File: src/rtl/irq_ctrl_pkg.sv
package irq_ctrl_pkg;

   localparam int unsigned BUS_AW = 4;
   localparam int unsigned BUS_DW = 32;
   localparam int unsigned LINES_PER_WORD = 4;
   localparam int unsigned BYTE_W = 8;

   typedef logic [BUS_AW-1:0] bus_addr_t;
   typedef logic [BUS_DW-1:0] bus_word_t;

   localparam bus_addr_t OFS_EN_SET   = 4'd0;
   localparam bus_addr_t OFS_EN_CLR   = 4'd1;
   localparam bus_addr_t OFS_PND_SET  = 4'd2;
   localparam bus_addr_t OFS_PND_CLR  = 4'd3;
   localparam bus_addr_t OFS_PRI_BASE = 4'd8;

   typedef struct packed {
      bus_word_t set_en;
      bus_word_t clr_en;
      bus_word_t set_pnd;
      bus_word_t clr_pnd;
   } wr_strobe_t;

endpackage

File: src/rtl/irq_bus_port.sv
module irq_bus_port
   import irq_ctrl_pkg::*;
#(
   parameter int unsigned NUM_LINES = 32,
   parameter int unsigned PRIO_BITS = 2
) (
   input  logic                           bus_sel,
   input  logic                           bus_wr,
   input  bus_addr_t                      bus_addr,
   input  bus_word_t                      bus_wdata,
   input  logic [NUM_LINES-1:0]           en_vec,
   input  logic [NUM_LINES-1:0]           pend_vec,
   input  logic [NUM_LINES*PRIO_BITS-1:0] prio_flat,
   output wr_strobe_t                     strb,
   output logic [NUM_LINES-1:0]           prio_we,
   output logic [NUM_LINES*PRIO_BITS-1:0] prio_wval,
   output bus_word_t                      bus_rdata
);

   localparam int unsigned NPREG  = (NUM_LINES + LINES_PER_WORD - 1) / LINES_PER_WORD;
   localparam int unsigned PIDX_W = $clog2(NPREG);
   localparam int unsigned PSHIFT = BYTE_W - PRIO_BITS;

   logic                    wr_go;
   bus_addr_t               pri_off;
   logic                    in_pri;
   logic [NPREG*BUS_DW-1:0] pri_rd;

   assign wr_go   = bus_sel & bus_wr;
   assign pri_off = bus_addr - OFS_PRI_BASE;
   assign in_pri  = (bus_addr >= OFS_PRI_BASE) && (pri_off < BUS_AW'(NPREG));

   // write strobe decode for the paired set / clear registers
   always_comb begin
      strb = '0;
      if (wr_go) begin
         case (bus_addr)
            OFS_EN_SET:  strb.set_en  = bus_wdata;
            OFS_EN_CLR:  strb.clr_en  = bus_wdata;
            OFS_PND_SET: strb.set_pnd = bus_wdata;
            OFS_PND_CLR: strb.clr_pnd = bus_wdata;
            default:     strb = '0;
         endcase
      end
   end

   // per-line priority write lanes: line i lives in byte i%4 of word i/4
   for (genvar i = 0; i < NUM_LINES; i++) begin : g_pwr
      localparam int unsigned WIDX = i / LINES_PER_WORD;
      localparam int unsigned BIDX = i % LINES_PER_WORD;
      assign prio_we[i] = wr_go && (bus_addr == OFS_PRI_BASE + BUS_AW'(WIDX));
      assign prio_wval[i*PRIO_BITS +: PRIO_BITS] =
         bus_wdata[BYTE_W*BIDX + BYTE_W - 1 -: PRIO_BITS];
   end

   // readback words: stored bits go to the top of each byte, the rest read 0
   for (genvar r = 0; r < NPREG; r++) begin : g_prd
      for (genvar b = 0; b < LINES_PER_WORD; b++) begin : g_byte
         localparam int unsigned LN = r * LINES_PER_WORD + b;
         if (LN < NUM_LINES) begin : g_live
            assign pri_rd[r*BUS_DW + b*BYTE_W +: BYTE_W] =
               BYTE_W'(prio_flat[LN*PRIO_BITS +: PRIO_BITS]) << PSHIFT;
         end else begin : g_pad
            assign pri_rd[r*BUS_DW + b*BYTE_W +: BYTE_W] = '0;
         end
      end
   end

   always_comb begin
      bus_rdata = '0;
      if (bus_sel) begin
         if ((bus_addr == OFS_EN_SET) || (bus_addr == OFS_EN_CLR)) begin
            bus_rdata[NUM_LINES-1:0] = en_vec;
         end else if ((bus_addr == OFS_PND_SET) || (bus_addr == OFS_PND_CLR)) begin
            bus_rdata[NUM_LINES-1:0] = pend_vec;
         end else if (in_pri) begin
            bus_rdata = pri_rd[pri_off[PIDX_W-1:0]*BUS_DW +: BUS_DW];
         end
      end
   end

endmodule

File: src/rtl/irq_line_state.sv
module irq_line_state
   import irq_ctrl_pkg::*;
#(
   parameter int unsigned NUM_LINES     = 32,
   parameter int unsigned PRIO_BITS     = 2,
   parameter logic [31:0] RESERVED_MASK = 32'h8000_0000,
   localparam int unsigned IRQ_W        = $clog2(NUM_LINES)
) (
   input  logic                           clk,
   input  logic                           rst_n,
   input  logic [NUM_LINES-1:0]           irq_in,
   input  wr_strobe_t                     strb,
   input  logic [NUM_LINES-1:0]           prio_we,
   input  logic [NUM_LINES*PRIO_BITS-1:0] prio_wval,
   input  logic                           ack_fire,
   input  logic [IRQ_W-1:0]               ack_irq,
   input  logic                           ret_fire,
   input  logic [IRQ_W-1:0]               ret_irq,
   output logic [NUM_LINES-1:0]           en_vec,
   output logic [NUM_LINES-1:0]           pend_vec,
   output logic [NUM_LINES-1:0]           act_vec,
   output logic [NUM_LINES*PRIO_BITS-1:0] prio_flat
);

   for (genvar i = 0; i < NUM_LINES; i++) begin : g_line
      if (RESERVED_MASK[i]) begin : g_rsv
         // a reserved line holds no state at all
         assign en_vec[i]   = 1'b0;
         assign pend_vec[i] = 1'b0;
         assign act_vec[i]  = 1'b0;
         assign prio_flat[i*PRIO_BITS +: PRIO_BITS] = '0;
      end else begin : g_live
         logic                 en_q, pnd_q, act_q;
         logic [PRIO_BITS-1:0] pri_q;
         logic                 take_hit, ret_hit, pnd_set, pnd_clr;

         assign take_hit = ack_fire && (ack_irq == IRQ_W'(i));
         assign ret_hit  = ret_fire && (ret_irq == IRQ_W'(i));
         assign pnd_set  = irq_in[i] | strb.set_pnd[i];
         assign pnd_clr  = strb.clr_pnd[i] | take_hit;

         always_ff @(posedge clk) begin
            if (!rst_n) begin
               en_q  <= 1'b0;
               pnd_q <= 1'b0;
               act_q <= 1'b0;
               pri_q <= '0;
            end else begin
               if (strb.set_en[i]) begin
                  en_q <= 1'b1;
               end else if (strb.clr_en[i]) begin
                  en_q <= 1'b0;
               end
               // setting sources win: a held level re-pends at once
               if (pnd_set) begin
                  pnd_q <= 1'b1;
               end else if (pnd_clr) begin
                  pnd_q <= 1'b0;
               end
               if (take_hit) begin
                  act_q <= 1'b1;
               end else if (ret_hit) begin
                  act_q <= 1'b0;
               end
               if (prio_we[i]) begin
                  pri_q <= prio_wval[i*PRIO_BITS +: PRIO_BITS];
               end
            end
         end

         assign en_vec[i]   = en_q;
         assign pend_vec[i] = pnd_q;
         assign act_vec[i]  = act_q;
         assign prio_flat[i*PRIO_BITS +: PRIO_BITS] = pri_q;
      end
   end

endmodule

File: src/rtl/irq_select.sv
module irq_select #(
   parameter int unsigned NUM_LINES = 32,
   parameter int unsigned PRIO_BITS = 2,
   parameter bit          ARB_TREE  = 1'b1,
   localparam int unsigned IRQ_W    = $clog2(NUM_LINES)
) (
   input  logic [NUM_LINES-1:0]           elig,
   input  logic [NUM_LINES-1:0]           act_vec,
   input  logic [NUM_LINES*PRIO_BITS-1:0] prio_flat,
   output logic                           req_valid,
   output logic [IRQ_W-1:0]               win_irq
);

   localparam int unsigned LVL_W = PRIO_BITS + 1;
   localparam logic [LVL_W-1:0] LVL_IDLE = {1'b1, {PRIO_BITS{1'b0}}};

   logic                 win_vld;
   logic [PRIO_BITS-1:0] win_prio;
   logic [LVL_W-1:0]     run_lvl;

   // running level: most urgent priority among active lines
   always_comb begin
      run_lvl = LVL_IDLE;
      for (int i = 0; i < NUM_LINES; i++) begin
         if (act_vec[i] && ({1'b0, prio_flat[i*PRIO_BITS +: PRIO_BITS]} < run_lvl)) begin
            run_lvl = {1'b0, prio_flat[i*PRIO_BITS +: PRIO_BITS]};
         end
      end
   end

   if (ARB_TREE) begin : g_tree
      localparam int unsigned N2    = 1 << IRQ_W;
      localparam int unsigned NODES = 2 * N2 - 1;

      logic                 n_vld  [NODES];
      logic [PRIO_BITS-1:0] n_prio [NODES];
      logic [IRQ_W-1:0]     n_idx  [NODES];

      for (genvar j = 0; j < N2; j++) begin : g_leaf
         if (j < NUM_LINES) begin : g_real
            assign n_vld[N2-1+j]  = elig[j];
            assign n_prio[N2-1+j] = prio_flat[j*PRIO_BITS +: PRIO_BITS];
            assign n_idx[N2-1+j]  = IRQ_W'(j);
         end else begin : g_pad
            assign n_vld[N2-1+j]  = 1'b0;
            assign n_prio[N2-1+j] = '0;
            assign n_idx[N2-1+j]  = '0;
         end
      end

      // left subtree holds lower line numbers, so it wins ties
      for (genvar k = 0; k < N2 - 1; k++) begin : g_node
         logic take_l;
         assign take_l = n_vld[2*k+1] &&
                         (!n_vld[2*k+2] || (n_prio[2*k+1] <= n_prio[2*k+2]));
         assign n_vld[k]  = n_vld[2*k+1] | n_vld[2*k+2];
         assign n_prio[k] = take_l ? n_prio[2*k+1] : n_prio[2*k+2];
         assign n_idx[k]  = take_l ? n_idx[2*k+1]  : n_idx[2*k+2];
      end

      assign win_vld  = n_vld[0];
      assign win_prio = n_prio[0];
      assign win_irq  = n_idx[0];
   end else begin : g_scan
      always_comb begin
         win_vld  = 1'b0;
         win_prio = '0;
         win_irq  = '0;
         for (int i = 0; i < NUM_LINES; i++) begin
            if (elig[i] && (!win_vld || (prio_flat[i*PRIO_BITS +: PRIO_BITS] < win_prio))) begin
               win_vld  = 1'b1;
               win_prio = prio_flat[i*PRIO_BITS +: PRIO_BITS];
               win_irq  = IRQ_W'(i);
            end
         end
      end
   end

   assign req_valid = win_vld && ({1'b0, win_prio} < run_lvl);

endmodule

File: src/rtl/irq_vector_map.sv
module irq_vector_map #(
   parameter int unsigned IRQ_W      = 5,
   parameter int unsigned VEC_BASE   = 16,
   parameter logic [31:0] TABLE_BASE = 32'h0
) (
   input  logic [IRQ_W-1:0] irq,
   output logic [7:0]       vector,
   output logic [31:0]      addr
);

   assign vector = 8'(irq) + 8'(VEC_BASE);
   assign addr   = TABLE_BASE + {22'd0, vector, 2'b00};

endmodule

File: src/rtl/irq_ctrl_core.sv
module irq_ctrl_core
   import irq_ctrl_pkg::*;
#(
   parameter int unsigned NUM_LINES     = 32,
   parameter int unsigned PRIO_BITS     = 2,
   parameter logic [31:0] RESERVED_MASK = 32'h8000_0000,
   parameter int unsigned VEC_BASE      = 16,
   parameter logic [31:0] TABLE_BASE    = 32'h0,
   parameter bit          ARB_TREE      = 1'b1,
   localparam int unsigned IRQ_W        = $clog2(NUM_LINES)
) (
   input  logic                 clk,
   input  logic                 rst_n,
   input  logic [NUM_LINES-1:0] irq_in,
   input  logic                 bus_sel,
   input  logic                 bus_wr,
   input  logic [3:0]           bus_addr,
   input  logic [31:0]          bus_wdata,
   output logic [31:0]          bus_rdata,
   output logic                 req_valid,
   output logic [IRQ_W-1:0]     req_irq,
   output logic [7:0]           req_vector,
   output logic [31:0]          req_addr,
   input  logic                 core_ack,
   input  logic                 core_ret,
   input  logic [IRQ_W-1:0]     core_ret_irq
);

   if (NUM_LINES < 8 || NUM_LINES > 32) begin : g_bad_lines
      $error("irq_ctrl_core: NUM_LINES must lie in 8..32");
   end
   if (PRIO_BITS < 1 || PRIO_BITS > 8) begin : g_bad_prio
      $error("irq_ctrl_core: PRIO_BITS must lie in 1..8");
   end
   if (VEC_BASE + NUM_LINES > 256) begin : g_bad_vec
      $error("irq_ctrl_core: vector numbers exceed 8 bits");
   end

   wr_strobe_t                     strb;
   logic [NUM_LINES-1:0]           prio_we;
   logic [NUM_LINES*PRIO_BITS-1:0] prio_wval;
   logic [NUM_LINES-1:0]           en_vec, pend_vec, act_vec;
   logic [NUM_LINES*PRIO_BITS-1:0] prio_flat;
   logic [NUM_LINES-1:0]           elig;
   logic                           ack_fire;

   assign elig     = pend_vec & en_vec & ~act_vec;
   assign ack_fire = core_ack & req_valid;

   irq_bus_port #(
      .NUM_LINES (NUM_LINES),
      .PRIO_BITS (PRIO_BITS)
   ) bus_i (
      .bus_sel   (bus_sel),
      .bus_wr    (bus_wr),
      .bus_addr  (bus_addr),
      .bus_wdata (bus_wdata),
      .en_vec    (en_vec),
      .pend_vec  (pend_vec),
      .prio_flat (prio_flat),
      .strb      (strb),
      .prio_we   (prio_we),
      .prio_wval (prio_wval),
      .bus_rdata (bus_rdata)
   );

   irq_line_state #(
      .NUM_LINES     (NUM_LINES),
      .PRIO_BITS     (PRIO_BITS),
      .RESERVED_MASK (RESERVED_MASK)
   ) state_i (
      .clk       (clk),
      .rst_n     (rst_n),
      .irq_in    (irq_in),
      .strb      (strb),
      .prio_we   (prio_we),
      .prio_wval (prio_wval),
      .ack_fire  (ack_fire),
      .ack_irq   (req_irq),
      .ret_fire  (core_ret),
      .ret_irq   (core_ret_irq),
      .en_vec    (en_vec),
      .pend_vec  (pend_vec),
      .act_vec   (act_vec),
      .prio_flat (prio_flat)
   );

   irq_select #(
      .NUM_LINES (NUM_LINES),
      .PRIO_BITS (PRIO_BITS),
      .ARB_TREE  (ARB_TREE)
   ) sel_i (
      .elig      (elig),
      .act_vec   (act_vec),
      .prio_flat (prio_flat),
      .req_valid (req_valid),
      .win_irq   (req_irq)
   );

   irq_vector_map #(
      .IRQ_W      (IRQ_W),
      .VEC_BASE   (VEC_BASE),
      .TABLE_BASE (TABLE_BASE)
   ) vec_i (
      .irq    (req_irq),
      .vector (req_vector),
      .addr   (req_addr)
   );

endmodule

File: config.mk
export PLATFORM = sky130hd
export DESIGN_NAME = irq_ctrl_core
export DESIGN_NICKNAME = d
export VERILOG_FILES = /design/src/rtl/irq_ctrl_pkg.sv /design/src/rtl/irq_bus_port.sv /design/src/rtl/irq_line_state.sv /design/src/rtl/irq_select.sv /design/src/rtl/irq_vector_map.sv /design/src/rtl/irq_ctrl_core.sv
export SDC_FILE = /design/constraint.sdc
export NUM_CORES = 1
export LEC_CHECK = 0
export ABC_AREA = 0
export BUFFER_PORTS_ARGS = -buffer_cell sky130_fd_sc_hd__buf_4
export CORE_MARGIN = 5
export CORE_UTILIZATION = 45
export DETAILED_ROUTE_END_ITERATION = 7
export HOLD_SLACK_MARGIN = 0.08
export SYNTH_ARGS = -nofsm -noshare
export SYNTH_HDL_FRONTEND = slang
export SYNTH_SLANG_ARGS = --single-unit
File: constraint.sdc
create_clock -name clk -period 86.4 [get_ports clk]
set_input_delay 4.32 -clock clk [delete_from_list [all_inputs] [get_ports clk]]
set_output_delay 4.32 -clock clk [all_outputs]
set_load 0.03 [all_outputs]
# Word level (Yosys, flattened, before mapping)
# Index checks and enable logic that the tools add are counted.
# W data, S select, Z words.
# word_totals
wordCells,941
in_bits,79
register_bits,155
# classes
eq_ne,71
n_lt_le_gt_ge,64
n_bitwise,98
n_reduce_logical,293
addsub,2
n_mux,288
shift,1
# op_table
cell,n
$shiftx A256 B9 Y32,1
$mux W32,7
$mux W1,202
$reduce_bool A2 Y1,93
$eq A5 B5 Y1 const B,30
$logic_and A1 B1 Y1,133
$mux W127,1
$mux W3,35
$lt A2 B3 Y1,31
$or A1 B1 Y1,93
$eq A5 B4 Y1 const B,16
$mux W2,39
$le A2 B2 Y1,30
$eq A5 B3 Y1 const B,8
$logic_or A1 B1 Y1,33
$and A31 B32 Y32,1
$eq A4 B4 Y1 const B,8
$not A31 Y32,1
$and A31 B31 Y31,1
$logic_not A1 Y1,31
$mux W31,1
$eq A5 B2 Y1 const B,4
$eq A5 B1 Y1 const B,2
$logic_not A5 Y1,2
11 further kinds,14

# Depth between registers and ports, before layout
# Gate-level depths: netlist (run 1).
# logic_depth
ltp_word,98
mapped_depth,191
depth_no_buf,189

# Modules after synthesis
# A second synthesis (run 1) with hierarchy kept.
# unflattened
cells_unflattened,2144
area_unflattened_um2,15971.6
# by_module_without_submodules
module,instances,seq_area_each_um2,area_per_inst_um2,cells_each
irq_line_state,1,3103.0,6807.8,685
irq_select,1,0.0,6045.8,948
irq_bus_port,1,0.0,2531.2,437
irq_vector_map,1,0.0,300.3,41
irq_ctrl_core,1,0.0,286.5,33

# Least setup slack after synthesis (run 1)
# Ideal clock, no wire load.
# synth_timing
path_type,register -> output
start,register state_i.g_line[0].g_live.act_q
end,output req_valid
stages_incl_launch_ff,180
slack_ns,50.485
arrival_time_ns,31.595
cell_sequence,dfxtp_1 > nand2_1 > ha_1 > a211o_1 > o211a_1 > o21ai_0 > o21ai_0 > ha_1 > nor2_1 > o21ai_0 > or3_1 > o21ba_1 > or2_2 > nor2_1 > a21oi_1 > ha_1 > o21ai_1 > and3b_1 > [144 not listed] > o22ai_1 > o21ai_0 > a31o_2 > o21ai_0 > o32a_1 > o221ai_2 > ha_1 > nand2_1 > o21ai_0 > mux2_2 > ha_1 > a221o_2 > a21o_1 > o21ai_1 > buf_2 > clkbuf_1 > nor2_1 > nor2_1
# synth_via
elab_chain_cells,93
word_cells_on_any_way,118
cone_classes,35 x order compare; 36 x mux; 7 x bitwise; 40 x reduce/logical
# synth_lines
element,line,rtl
from (decl),irq_line_state.sv:33,"logic en_q, pnd_q, act_q;"
from (signal assigned),irq_line_state.sv:46,act_q <= 1'b0;
from (signal assigned),irq_line_state.sv:61,act_q <= 1'b1;
from (signal assigned),irq_line_state.sv:63,act_q <= 1'b0;
$mux W3,irq_select.sv:25,"if (act_vec[i] && ({1'b0, prio_flat[i*PRIO_BITS +: PRIO_BITS]} < run_lvl)) begin"
$lt A2 B3 Y1,irq_select.sv:25,
$logic_and A1 B1 Y1,irq_select.sv:25,
$mux W3,irq_select.sv:25,
$lt A2 B3 Y1,irq_select.sv:25,
$logic_and A1 B1 Y1,irq_select.sv:25,
$mux W3,irq_select.sv:25,
$lt A2 B3 Y1,irq_select.sv:25,
[77 not listed],-,
$lt A2 B3 Y1,irq_select.sv:25,
$logic_and A1 B1 Y1,irq_select.sv:25,
$mux W3,irq_select.sv:25,
$lt A2 B3 Y1,irq_select.sv:25,
$logic_and A1 B1 Y1,irq_select.sv:25,
$mux W3,irq_select.sv:25,
$lt A2 B3 Y1,irq_select.sv:79,"assign req_valid = win_vld && ({1'b0, win_prio} < run_lvl);"
$logic_and A1 B1 Y1 *,irq_select.sv:79,
to (decl),irq_ctrl_core.sv:20,"output logic req_valid,"
# Mark *: on every way between the ends. The rest lies on a longest branch, timed or not.

# Worst setup path in the final report (run 1)
# Ends and elaborated chain as after synthesis.

==> results of run 1 <==
[layer usage]
| layer | global-route usage | up-vias |
|---|---|---|
| met3 | 0.0439 | 65 |
| met5 | 0 | - |
| li1 | - | 6780 |
| met2 | 0.422 | 648 |
| met4 | 0.0751 | 2 |
| met1 | 0.412 | 6753 |
[cells in the mapped netlist (19+ instances only)]
cell type,instances
nor3_1,20
a21o_1,35
a31oi_1,25
mux2i_1,131
o21ai_0,112
nand2b_1,29
nand2_1,153
nand3_1,25
nand3b_1,20
nor2_1,203
a21oi_1,147
inv_1,115
a211oi_1,22
o21a_1,22
buf_4,42
o211ai_1,23
clkbuf_1,75
a311oi_1,19
ha_1,89
mux2_2,27
dfxtp_1,155
nor2b_1,34
o22ai_1,25
and3_1,27
[registers in the layout (all words and copies together) (netlist names)]
register,flops
state_i.g_line.g_live.pnd_q,31
state_i.g_line.g_live.pri_q,62
state_i.g_line.g_live.en_q,31
state_i.g_line.g_live.act_q,31
[worst min path at each step]
stage | endpoint | depth (start not counted) | start | slack (ns)
6_report | state_i.g_line[18].g_live.pnd_q | 2 | state_i.g_line[18].g_live.pnd_q | 0.51
5_1_grt | state_i.g_line[18].g_live.pnd_q | 2 | state_i.g_line[18].g_live.pnd_q | 0.53
4_1_cts | state_i.g_line[18].g_live.pnd_q | 2 | state_i.g_line[18].g_live.pnd_q | 0.50
3_5_place_dp | state_i.g_line[18].g_live.pnd_q | 2 | state_i.g_line[18].g_live.pnd_q | 0.50
3_3_place_gp | state_i.g_line[18].g_live.pnd_q | 2 | state_i.g_line[18].g_live.pnd_q | 0.48
2_1_floorplan | state_i.g_line[6].g_live.pnd_q | 2 | state_i.g_line[6].g_live.pnd_q | 0.47
[metrics by stage]
step | setup slack, ns | utilization | power (mW) | instance area (sq um) | hold slack (ns)
CTS | 45.07 | 0.510 | 0.187 | 15700 | 0.505
global placement | 46.26 | 0.491 | 0.110 | 15100 | 0.482
global route | 41.42 | 0.510 | 0.194 | 15700 | 0.525
floorplan | 50.48 | - | 0.100 | 14200 | 0.469
finish | 44.56 | 0.510 | 0.188 | 15700 | 0.511
detailed placement | 45.68 | 0.491 | 0.111 | 15100 | 0.495
[final cells by class]
| class | instances | area [sq um] | share of cell area |
|---|---|---|---|
| timing repair buffer | 136 | 1020 | 0.0651 |
| clock inverter | 14 | 149 | 0.00950 |
| inverter | 119 | 449 | 0.0287 |
| tap | 396 | 495 | 0.0316 |
| sequential | 155 | 3100 | 0.198 |
| clock buffer | 18 | 439 | 0.0280 |
| multi-input combinational | 1463 | 10000 | 0.639 |
[layout by cell type, fill, tap and decap left out, types with 6 or more instances in the layout]
cell       instances
nor2_1           203
dfxtp_1          155
nand2_1          153
a21oi_1          147
buf_4            136
mux2i_1          131
inv_1            115
o21ai_0          112
ha_1              89
a21o_1            35
nor2b_1           34
nand2b_1          29
conb_1            28
mux2_2            27
and3_1            27
a31oi_1           25
o22ai_1           25
nand3_1           25
o211ai_1          23
o21a_1            22
a211oi_1          22
nand3b_1          20
a311oi_1          19
nor3_1            17
clkbuf_16         17
o21ai_1           15
o2bb2ai_1         14
o2111ai_1         13
and2_1            13
mux4_2            13
or3_1             11
or2_2             10
a211o_1            9
nor3b_1            9
o31ai_1            9
a22oi_1            9
o31a_1             7
nand4_1            6
inv_6              6
[critical path: cells and delay by family, from the launching register on]
family | cells | cell delay (ns)
buf+inv | 8 | 0.66
mux | 9 | 2.33
flops | 1 | 0.63
fa+ha+maj | 29 | 7.13
simple gates | 56 | 9.05
compound gates | 81 | 17.24
[cell families after synthesis]
family          Yosys count  share of synthesized area
simple gates            592                      0.205
compound gates          583                      0.282
buf+inv                 250                     0.0795
mux                     171                      0.135
flops                   155                      0.220
fa+ha+maj                89                     0.0789
other cells               1                   0.000266
[report_power, final]
group | internal, mW | leakage (nW) | switching [mW] | total [mW]
Sequential | 0.0732 | 1.26 | 0.00189 | 0.0751
Combinational | 0.0116 | 4.91 | 0.0227 | 0.0343
Clock | 0.0418 | 0.290 | 0.0367 | 0.0785
==> results.toml, run 1 <==
[route]
firstDrtPassIters = 5
routedWlPerCell_um = 22.2
drc = 0
antenna_left = 0
wl_met2_um = 21500
wl_met3_um = 4550
vias = 14200
drt-total-wl_um = 51000
viasPerCell = 6.19
m1WireLength_um = 23800
top_layer = "met5"
drt-initial-drc-count = 1581

[setup_path]
worstPathMaxFanout = 17
crit_type = "flip-flop to output port"
crit_path_start = "state_i.g_line[0].g_live.act_q"
reg2reg_setup_slack_ns = 49.00
r2r_end = "state_i.g_line[4].g_live.pnd_q"
cp-end-kind = "output port"
crit_end = "req_valid"
critPathMostFrequentCell = "ha_1"
cp_slowest_cell = "dfxtp_1"
arrival_ns = 37.52
crit_required_ns = 82.08
r2r-start = "state_i.g_line[0].g_live.act_q"
r2r_cells = 187
slowest_delay_ns = 0.63
startpoint_type = "flip-flop"

[sta]
worst_clock_skew_ns = 0.0115
fin_crit_sh = 0.484
fin_setup_tns_ns = 0
max_freq_mhz = 23.9
slew_headroom = 0.269
finalSetupViolCount = 0
tightest_slew_ns = 1.10
slew_violations = 0
period_minus_slack_ns = 41.84
hold_viol_final = 0
grt_setup_unrepaired = "no"

[status]
outcome = "complete, no violations"

[clock_tree]
clk_pin_slew_worst_paths_ns = 0.07
cts_buffer_depth = 2
cts_hold_buffers = 0
clock_latency_ns = 0.44
postCtsSetupBuffers = 0
numCtsBuffers = 17
post_cts_resized = 0
cts_tree = "yes"
cts.htree.levels = 4
cts_sinks = 155
cts_root_buf = "clkbuf_16"

[grt]
antenna_found_initial = 1
grt_pass1_vias = 13500
grt_first_pass_wirelength_um = 78200
grt_overflow = 0
grt_max_degree = 77
grt.total_usage = 0.279

[synthesis]
ys_types = 106
ys.flop_type = "dfxtp_1"
ys_ff_latch = 155
synth_top_area_share = 0.220
synth_edf_count = 0
synth_area_leaders = "dfxtp_1 (22%), mux2i_1 (9.3%), ha_1 (7.9%)"
async_reset_ff_frac = 0
synth_cells = 1841
ys_seq_area_frac = 0.220
synth.largest_area_cell = "dfxtp_1"
synth_area_sq_um = 14100
syn_area_per_cell_sq_um = 7.67
ys.warnings.count = 0

[floorplan]
die_w_um = 187
dieArea_sq_um = 35000
core_area_sq_um = 30700
initial_core_util = 0.459
rows = 64
io_pins = 157
dieHeight_um = 187

[placement]
dp_hpwl_um = 38200
gp_congestion = 0.922
placed_cells = 2269
port_buffers = 127

[finish]
nets = 2060
diodes = 0
fill_cells = 3059
area_growth_syn_to_layout_pct = 11.0
drive_gt1_frac = 0.138
instances_no_fill = 2301

[power_and_ir_drop]
power_density_nw_per_um2 = 12.0
peakVddDrop_uv = 12.4
power.leakage_nw = 6.46

[job]
maxCapViolCount = 0

[worst_hold_path]
hold_class = "flip-flop to flip-flop"
Power figures use the tool's default switching activity.
==> inputs of run 2 (changes only) <==
Clock period 86.4 ns to 38.9 ns, I/O delays scaled along.
==> run 2 against run 1 <==
  * Non-clock buffer count increased by 12
  * Sequential share of layout area is 0.42 points lower
  * Sequential cell count did not move
  * Cell area up 2.3%
  * First-iteration DRC count increased by 10%
  * Clock-buffer cell count decreased by 1
  * Die area unchanged
  * Sequential power is 120% higher
  * Combinational power grew 130%
  * Via count increased by 1.5%
  * Clock skew is 0.0037 ns higher
==> results.toml, run 2 (synthesis results as in run 1) <==
[status]
outcome = "complete, no violations"

[job]
maxCapViolCount = 0

[placement]
dp_hpwl_um = 38300
gp_congestion = 0.929
post_dp_cell_area_sq_um = 15100
port_buffers = 127
placed_cells = 2270
dp_slack_ns = 0.700

[setup_path]
arrival_ns = 34.49
cp_slowest_cell = "or4b_4"
crit_required_ns = 36.95
crit_type = "flip-flop to output port"
critPathMostFrequentCell = "ha_1"
slowest_delay_ns = 0.53
reg2reg_setup_slack_ns = 4.35
cp-end-kind = "output port"
worstPathMaxFanout = 13
startpoint_type = "flip-flop"

[route]
antenna_left = 0
drc = 0
vias = 14500
drt-initial-drc-count = 1745
drt-total-wl_um = 51700
viasPerCell = 6.26
firstDrtPassIters = 6
routedWlPerCell_um = 22.4

[sta]
slew_headroom = 0.249
slew_violations = 0
tightest_slew_ns = 1.13
worst_clock_skew_ns = 0.0152
fin_crit_sh = 0.937
fin_ws_ns = 2.47
finalSetupViolCount = 0
hold_viol_final = 0
period_minus_slack_ns = 36.43
max_freq_mhz = 27.4

[floorplan]
rows = 64
dieHeight_um = 187
io_pins = 157
die_w_um = 187
core_area_sq_um = 30700
dieArea_sq_um = 35000
initial_core_util = 0.459

[clock_tree]
cts_tree = "yes"
clk_pin_slew_worst_paths_ns = 0.07
cts_buffer_depth = 2
cts.htree.levels = 4
cts_sinks = 155
cts_hold_buffers = 0
clock_latency_ns = 0.44
cts_root_buf = "clkbuf_16"
numCtsBuffers = 17

[finish]
post-route-cell-area_sq_um = 16000
regArea_sq_um = 3110
area_growth_syn_to_layout_pct = 13.6
nets = 2072
multi_input_area_sq_um = 10200
fill_cells = 3046
instances_no_fill = 2313
diodes = 0
regMostFlops = "state_i.g_line.g_live.pri_q"
largest_reg_flops = 62
final_common_cell = "nor2_1"
final_util = 0.522
drive_gt1_frac = 0.163
mostFrequentLayoutCells = "nor2_1 (202), nand2_1 (153), dfxtp_1 (153)"

[worst_hold_path]
hold_class = "flip-flop to flip-flop"

[power_and_ir_drop]
power_density_nw_per_um2 = 26.8
power.leakage_nw = 6.55
peakVddDrop_uv = 25.6

[grt]
grt_overflow = 0
grt.total_usage = 0.281
grt_first_pass_wirelength_um = 79000
grt_pass1_vias = 13500
grt_max_degree = 82
antenna_found_initial = 2
run 2: cell types whose count changed in the layout (fill, tap and decap cells not counted), moves of 3 or more:
| cell | previous run | this run |
|---|---|---|
| nor3_2 | 3 | 6 |
| o21ai_2 | 2 | 8 |
| nor3_1 | 17 | 14 |
| mux2i_1 | 131 | 127 |
| a21oi_2 | 1 | 4 |
| a211oi_2 | 0 | 4 |
| a21oi_1 | 147 | 143 |
| buf_4 | 136 | 146 |
| a211oi_1 | 22 | 18 |
| mux2i_2 | 0 | 4 |
| o32ai_1 | 4 | 1 |
| o21ai_0 | 112 | 104 |
run 2: critical path, delay by kind of cell (launching register included):
kind                       cells  cell delay (ns)
buffers and inverters          8             0.81
and+or+nand+nor               54             8.00
muxes                          9             2.42
AOI/OAI and AO/OA             82            14.86
adders and majority gates     29             7.51
DFF                            1             0.43
run 2: where the power goes:
part / leakage [nW] / internal [mW] / total [mW] / switching [mW]
clock: 0.307 / 0.104 / 0.184 / 0.0802
sequential: 1.26 / 0.163 / 0.167 / 0.00427
combinational: 4.98 / 0.0268 / 0.0789 / 0.0520
total: 6.55 / 0.293 / 0.430 / 0.137
run 2: per-layer routing:
| metal | global-route usage | vias up | wire length [um] |
|---|---|---|---|
| met5 | 0 | - | 27 |
| met4 | 0.0720 | 4 | 1160 |
| met3 | 0.0384 | 91 | 4630 |
| met2 | 0.430 | 703 | 22300 |
| met1 | 0.417 | 6854 | 23700 |
| li1 | - | 6816 | - |
run 2: timing repair:
action / CTS / global route
setup endpoints to repair: 0 / 63
gates resized for setup: 0 / 57
buffers inserted: 0 / 10
run 2: area by class of cell:
class | count | area share
Clock buffer | 17 | 0.0265
Clock inverter | 15 | 0.0125
Inverter | 119 | 0.0280
Multi-Input combinational cell | 1463 | 0.639
Sequential cell | 155 | 0.194
Tap cell | 396 | 0.0309
Timing Repair Buffer | 148 | 0.0693
run 2: metrics by stage:
stage          TNS, ns  power (mW)  hold slack, ns
2_1_floorplan        0       0.222           0.469
3_3_place_gp         0       0.245           0.482
3_5_place_dp         0       0.246           0.496
4_1_cts              0       0.427           0.504
5_1_grt         -0.110       0.444           0.544
6_report             0       0.430           0.505
run 2: worst paths after layout:
check	endpoint	cells past startpoint	start
worst max-delay path	req_valid	182	state_i.g_line[0].g_live.act_q
worst min-delay path	state_i.g_line[18].g_live.pnd_q	2	state_i.g_line[18].g_live.pnd_q
worst max register to register	state_i.g_line[4].g_live.pnd_q	184	state_i.g_line[0].g_live.act_q
worst min register to register	state_i.g_line[18].g_live.pnd_q	2	state_i.g_line[18].g_live.pnd_q
